### config.mk
export PLATFORM = sky130hd
export DESIGN_NAME = sw_reset_poll_seq
export DESIGN_NICKNAME = d
export VERILOG_FILES = /design/src/rtl/sw_seq_pkg.sv /design/src/rtl/sw_seq_timer.sv /design/src/rtl/sw_seq_fsm.sv /design/src/rtl/sw_seq_regs.sv /design/src/rtl/sw_reset_poll_seq.sv
export SDC_FILE = /design/constraint.sdc
export NUM_CORES = 1
export LEC_CHECK = 0
export BUFFER_PORTS_ARGS = -buffer_cell sky130_fd_sc_hd__buf_2
export CORE_MARGIN = 2
export CORE_UTILIZATION = 50
export DETAILED_ROUTE_END_ITERATION = 7
export MAX_ROUTING_LAYER = met4
export PLACE_DENSITY = 0.89
export SLEW_MARGIN = 30
export SYNTH_ARGS = -nofsm -noshare
export SYNTH_HDL_FRONTEND = slang
export SYNTH_SLANG_ARGS = --single-unit
### constraint.sdc
create_clock -name clk -period 2.7 [get_ports clk]
set_input_delay 0.54 -clock clk [delete_from_list [all_inputs] [get_ports clk]]
set_output_delay 0.54 -clock clk [all_outputs]
set_load 0.02 [all_outputs]
### src/rtl/sw_seq_pkg.sv
package sw_seq_pkg;
  typedef enum logic [2:0] {
    PH_OFF  = 3'd0,
    PH_RST  = 3'd1,
    PH_INIT = 3'd2,
    PH_DET  = 3'd3,
    PH_POLL = 3'd4
  } phase_e;

  localparam int CTL_RST_BIT = 15;
  localparam int CTL_EN_BIT  = 14;
  localparam int STS_RDY_BIT = 11;
  localparam int REG_W       = 16;

  function automatic logic [1:0] phase_code(phase_e p);
    case (p)
      PH_INIT: return 2'b01;
      PH_DET:  return 2'b10;
      PH_POLL: return 2'b11;
      default: return 2'b00;
    endcase
  endfunction

  function automatic int max3(int a, int b, int c);
    int m;
    m = (a > b) ? a : b;
    return (m > c) ? m : c;
  endfunction
endpackage

### src/rtl/sw_seq_timer.sv
module sw_seq_timer #(
  parameter int CNT_W = 4
) (
  input  logic             clk,
  input  logic             rst_n,
  input  logic             load,
  input  logic [CNT_W-1:0] load_val,
  output logic             zero
);
  logic [CNT_W-1:0] cnt_q;

  always_ff @(posedge clk or negedge rst_n) begin
    if (!rst_n)            cnt_q <= '0;
    else if (load)         cnt_q <= load_val;
    else if (cnt_q != '0)  cnt_q <= cnt_q - 1'b1;
  end

  assign zero = (cnt_q == '0);

  // once loaded the counter only counts down toward zero
  assert_count_down_R3: assert property (@(posedge clk) disable iff (!rst_n)
    (!$past(load) && $past(cnt_q) != '0) |-> cnt_q == $past(cnt_q) - 1'b1);
endmodule

### src/rtl/sw_seq_fsm.sv
module sw_seq_fsm
  import sw_seq_pkg::*;
#(
  parameter int RST_CYCLES  = 4,
  parameter int INIT_CYCLES = 16,
  parameter int DET_CYCLES  = 8
) (
  input  logic   clk,
  input  logic   rst_n,
  input  logic   rst_start,
  input  logic   poll_en,
  output phase_e phase_o,
  output logic   busy_o
);
  localparam int MAX_C = max3(RST_CYCLES, INIT_CYCLES, DET_CYCLES);
  localparam int CNT_W = $clog2(MAX_C + 1);

  phase_e           phase_q, phase_d;
  logic             t_load, t_zero;
  logic [CNT_W-1:0] t_val;

  sw_seq_timer #(.CNT_W(CNT_W)) u_timer (
    .clk      (clk),
    .rst_n    (rst_n),
    .load     (t_load),
    .load_val (t_val),
    .zero     (t_zero)
  );

  always_comb begin
    phase_d = phase_q;
    t_load  = 1'b0;
    t_val   = '0;
    if (rst_start) begin
      phase_d = PH_RST;
      t_load  = 1'b1;
      t_val   = CNT_W'(RST_CYCLES - 1);
    end else begin
      case (phase_q)
        PH_RST: if (t_zero) begin
          phase_d = PH_INIT;
          t_load  = 1'b1;
          t_val   = CNT_W'(INIT_CYCLES - 1);
        end
        PH_INIT: if (t_zero) begin
          if (poll_en) begin
            phase_d = PH_DET;
            t_load  = 1'b1;
            t_val   = CNT_W'(DET_CYCLES - 1);
          end else begin
            phase_d = PH_OFF;
          end
        end
        PH_OFF: if (poll_en) begin
          phase_d = PH_DET;
          t_load  = 1'b1;
          t_val   = CNT_W'(DET_CYCLES - 1);
        end
        PH_DET: begin
          if (!poll_en)    phase_d = PH_OFF;
          else if (t_zero) phase_d = PH_POLL;
        end
        PH_POLL: if (!poll_en) phase_d = PH_OFF;
        default: phase_d = PH_OFF;
      endcase
    end
  end

  always_ff @(posedge clk or negedge rst_n) begin
    if (!rst_n) phase_q <= PH_OFF;
    else        phase_q <= phase_d;
  end

  assign phase_o = phase_q;
  assign busy_o  = (phase_q == PH_RST) || (phase_q == PH_INIT);

  // init ready can only drop because a reset request was accepted
  assert_rdy_drop_R3: assert property (@(posedge clk) disable iff (!rst_n)
    $rose(busy_o) |-> $past(rst_start));

  // leaving the reset phase always leads into initialization
  assert_rst_exit_R2: assert property (@(posedge clk) disable iff (!rst_n)
    (phase_q != PH_RST && $past(phase_q) == PH_RST) |-> phase_q == PH_INIT);

  // polling is only entered from detection
  assert_poll_entry_R4: assert property (@(posedge clk) disable iff (!rst_n)
    (phase_q == PH_POLL && $past(phase_q) != PH_POLL) |-> $past(phase_q) == PH_DET);

  // a cleared enable drops detection or polling on the next edge
  assert_disable_exit_R6: assert property (@(posedge clk) disable iff (!rst_n)
    (!poll_en && (phase_q == PH_DET || phase_q == PH_POLL))
      |=> (phase_q == PH_OFF || phase_q == PH_RST));
endmodule

### src/rtl/sw_seq_regs.sv
module sw_seq_regs
  import sw_seq_pkg::*;
#(
  parameter int ADDR_W       = 4,
  parameter int STATUS_ADDR  = 0,
  parameter int CONTROL_ADDR = 4,
  parameter bit COMPACT      = 1'b0
) (
  input  logic              clk,
  input  logic              rst_n,
  input  logic [ADDR_W-1:0] addr,
  input  logic              we,
  input  logic [REG_W-1:0]  wdata,
  output logic [REG_W-1:0]  rdata,
  input  phase_e            phase,
  input  logic              busy,
  output logic              rst_start,
  output logic              poll_en
);
  logic [REG_W-2:0] ctl_q;
  logic [REG_W-1:0] sts_word;
  logic             accept;

  assign accept    = we && (addr == ADDR_W'(CONTROL_ADDR)) && !busy;
  assign rst_start = accept && wdata[CTL_RST_BIT];
  assign poll_en   = ctl_q[CTL_EN_BIT];

  always_ff @(posedge clk or negedge rst_n) begin
    if (!rst_n)      ctl_q <= '0;
    else if (accept) ctl_q <= wdata[REG_W-2:0];
  end

  generate
    if (COMPACT) begin : g_compact
      assign sts_word = {phase == PH_POLL, 1'b0, 2'b00, !busy, 11'd0};
    end else begin : g_full
      assign sts_word = {phase_code(phase), 2'b00, !busy, 11'd0};
    end
  endgenerate

  always_comb begin
    rdata = '0;
    if (addr == ADDR_W'(STATUS_ADDR))       rdata = sts_word;
    else if (addr == ADDR_W'(CONTROL_ADDR)) rdata = {phase == PH_RST, ctl_q};
  end

  // stored control bits stay put while a reset or init is running
  assert_busy_hold_R7: assert property (@(posedge clk) disable iff (!rst_n)
    busy |=> $stable(ctl_q));

  // writes to other addresses leave the control bits alone
  assert_other_addr_R8: assert property (@(posedge clk) disable iff (!rst_n)
    (we && addr != ADDR_W'(CONTROL_ADDR)) |=> $stable(ctl_q));
endmodule

### src/rtl/sw_reset_poll_seq.sv
module sw_reset_poll_seq
  import sw_seq_pkg::*;
#(
  parameter int ADDR_W       = 4,
  parameter int STATUS_ADDR  = 0,
  parameter int CONTROL_ADDR = 4,
  parameter int RST_CYCLES   = 4,
  parameter int INIT_CYCLES  = 16,
  parameter int DET_CYCLES   = 8,
  parameter bit COMPACT      = 1'b0
) (
  input  logic              clk,
  input  logic              rst_n,
  input  logic [ADDR_W-1:0] reg_addr,
  input  logic              reg_we,
  input  logic [15:0]       reg_wdata,
  output logic [15:0]       reg_rdata,
  output logic [1:0]        poll_state_o,
  output logic              init_ready_o
);
  phase_e phase;
  logic   busy, rst_start, poll_en;

  sw_seq_regs #(
    .ADDR_W       (ADDR_W),
    .STATUS_ADDR  (STATUS_ADDR),
    .CONTROL_ADDR (CONTROL_ADDR),
    .COMPACT      (COMPACT)
  ) u_regs (
    .clk       (clk),
    .rst_n     (rst_n),
    .addr      (reg_addr),
    .we        (reg_we),
    .wdata     (reg_wdata),
    .rdata     (reg_rdata),
    .phase     (phase),
    .busy      (busy),
    .rst_start (rst_start),
    .poll_en   (poll_en)
  );

  sw_seq_fsm #(
    .RST_CYCLES  (RST_CYCLES),
    .INIT_CYCLES (INIT_CYCLES),
    .DET_CYCLES  (DET_CYCLES)
  ) u_fsm (
    .clk       (clk),
    .rst_n     (rst_n),
    .rst_start (rst_start),
    .poll_en   (poll_en),
    .phase_o   (phase),
    .busy_o    (busy)
  );

  assign poll_state_o = phase_code(phase);
  assign init_ready_o = !busy;
endmodule

==> out/results.ini <==
[place]
placed_cells = 183
routabilityCongestion = 0.762
io_buffers = 41

[power_and_ir_drop]
swShare_pct = 37.7
p_per_area_nw_per_um2 = 919
irDropWorstVdd_v = 0.000538
leakagePower_nw = 0.780
p_switching_mw = 0.530
internal_power_mw = 0.878
clockPowerShare_pct = 11.1
power_frac_seq_pct = 47.1
p_comb_share_pct = 41.8

[critical_path]
cp_max_fo = 4
cp-end-kind = primary output
critPathLaunchType = primary input
required_ns = 2.16
crit_arrival_ns = 1.80
worstSetupPathType = primary input to primary output

[final_layout]
drive_gt1_share_pct = 44.6
antenna_cells = 0
final-seq-area_um2 = 576
syn_to_final_growth_pct = 18.3
finalNonFillerCells = 187
multiInputGateArea_um2 = 661
nNetsFinal = 183
fillers = 207

[status]
status = complete, no violations

[synth]
yosysTopAreaCell = dfrtp_1
avgSynthCellArea_um2 = 11.2
synth_area_leaders = dfrtp_1 (44%), mux2_2 (13%), and2_1 (6.3%), buf_6 (2.6%), nand2_1 (2.3%)
synthCells = 116
synth_edf_count = 0
synthTopCellsByCount = dfrtp_1 (23), mux2_2 (15), and2_1 (13)
yosys_warnings = 0
ys.flop_type = dfrtp_1
synth_seq_area_share_pct = 44.4
yosys_register_bits = 23
ys_types = 38
synth-async-reset-ratio_pct = 100
yosysTopAreaCellShare_pct = 44.4
netlist_area_um2 = 1290
syn_nets = 141
yosysMostFrequentCell = dfrtp_1

[cts]
clk_latency_ns = 0.30
cts_hold_buf = 0
htreeDepth = 1
clock-sinks = 23
post_cts_resize_count = 0
cts_root_buffer = clkbuf_4
clock_path_buffers = 2
cts_setup_buffers = 0
cts_made_buffers = 3
path_clk_slew_ns = 0.13
cts_tree = yes

[global_routing]
grt_pass1_wl_um = 4020
grt.total_usage_pct = 19.2
overflow = 0
grt_pass1_vias = 943
antenna_found_initial = 0
grt_max_degree = 24

[timing]
setup_tns_ns = 0
maxSlewViolCount = 0
fmax_ghz = 0.428
slew_headroom_pct = 59.4
worstMarginPinSlew_ns = 0.608
finalHoldViolCount = 0
final.min_clock_period_ns = 2.34
fin_crit_sh_pct = 86.5
setup_viol = 0
finalClockSkew_ns = 0.0144
rsz0062_at_grt = false

[floorplan]
die_h_um = 54.9
start_util_pct = 52.8
row_count = 18
die_width_um = 54.9
die_area_um2 = 3010
ios = 42
fp.coreArea_um2 = 2450

[detailed_routing]
drt-total-wl_um = 2530
drtIter0Drc = 11
first_pass_iters = 4
drc = 0
num_vias = 1010
ant_nets = 0
drt-wirelength-per-cell_um = 13.5
via_per_inst = 5.40

[worst_hold_path]
min_path_type = primary input to async pin

[flow_run]
drv_cap = 0

[final timing paths]
kind / start / endpoint / slack, ns / cells after the start
min reg2reg: u_regs.ctl_q[6] / u_regs.ctl_q[6] / 0.51 / 1
max in group asynchronous: rst_n / u_regs.ctl_q[8] / 2.18 / 1
max reg2reg: u_fsm.u_timer.cnt_q[0] / u_fsm.u_timer.cnt_q[4] / 0.60 / 6
max: reg_addr[1] / reg_rdata[15] / 0.36 / 6
min in group clk: reg_wdata[6] / u_regs.ctl_q[6] / 0.46 / 2
min: rst_n / u_fsm.u_timer.cnt_q[3] / 0.17 / 1
[routing by layer]
layer,vias to the layer above,track usage [%],wire (um)
met5,-,-,0
met4,0,6.10,19
met3,2,3.76,145
met2,34,32.3,1310
met1,490,23.2,1060
li1,484,-,-
[critical path: stages]
cell	delay [ns]
buf_2	0.12
nor4_1	0.54
nand2_1	0.11
a2bb2oi_1	0.14
o21ai_0	0.15
buf_2	0.19
[power groups by stage]
stage / Combinational [mW] / Sequential [mW] / Clock [mW]
2_1_floorplan: 0.533 / 0.599 / 0
3_3_place_gp: 0.558 / 0.655 / 0
3_5_place_dp: 0.593 / 0.671 / 0
4_1_cts: 0.596 / 0.662 / 0.162
5_1_grt: 0.660 / 0.692 / 0.172
6_report: 0.588 / 0.664 / 0.156
[registers in the layout (all words and copies together) (netlist names)]
register	cells
u_regs.ctl_q	15
u_fsm.u_timer.cnt_q	5
u_fsm.phase_o	3
[through the flow]
stage,hold slack (ns),worst slack (ns),power (mW),util (%),area [um2]
detailed placement,0.486,0.380,1.26,61.3,1510
global route,0.206,0.212,1.52,62.4,1530
CTS,0.195,0.383,1.42,62.4,1530
floorplan,0.244,0.445,1.13,-,1290
global placement,0.471,0.473,1.21,61.3,1510
finish,0.175,0.364,1.41,62.4,1530
[final cells by class]
type	instances	area share [%]
Clock buffer	4	1.72
Inverter	3	0.735
Multi-Input combinational cell	84	43.1
Sequential cell	23	37.6
Tap cell	30	2.45
Timing Repair Buffer	43	14.4
[kinds of logic after synthesis]
family | Yosys count | synth area share (%)
AND/OR/NAND/NOR | 46 | 21.6
flip-flops | 23 | 44.4
AO/OA/AOI/OAI | 16 | 10.8
adder cells (fa/ha/maj) | 2 | 1.93
XOR/XNOR | 4 | 2.71
multiplexers | 16 | 13.9
buffers and inverters | 9 | 4.54
[cells in the final DEF, fill, tap and decap left out, drive strengths merged, types with 2 or more instances in the layout]
cell type / n
nor4b: 2
o21ai: 4
nand3: 4
xnor2: 3
ha: 2
inv: 3
nor2: 6
and3: 2
nor2b: 2
a211oi: 2
clkbuf: 4
or2: 2
and2: 13
mux2: 16
nand2: 8
buf: 43
nand2b: 2
a22o: 2
a21oi: 2
dfrtp: 23
Power figures use the tool's default switching activity.
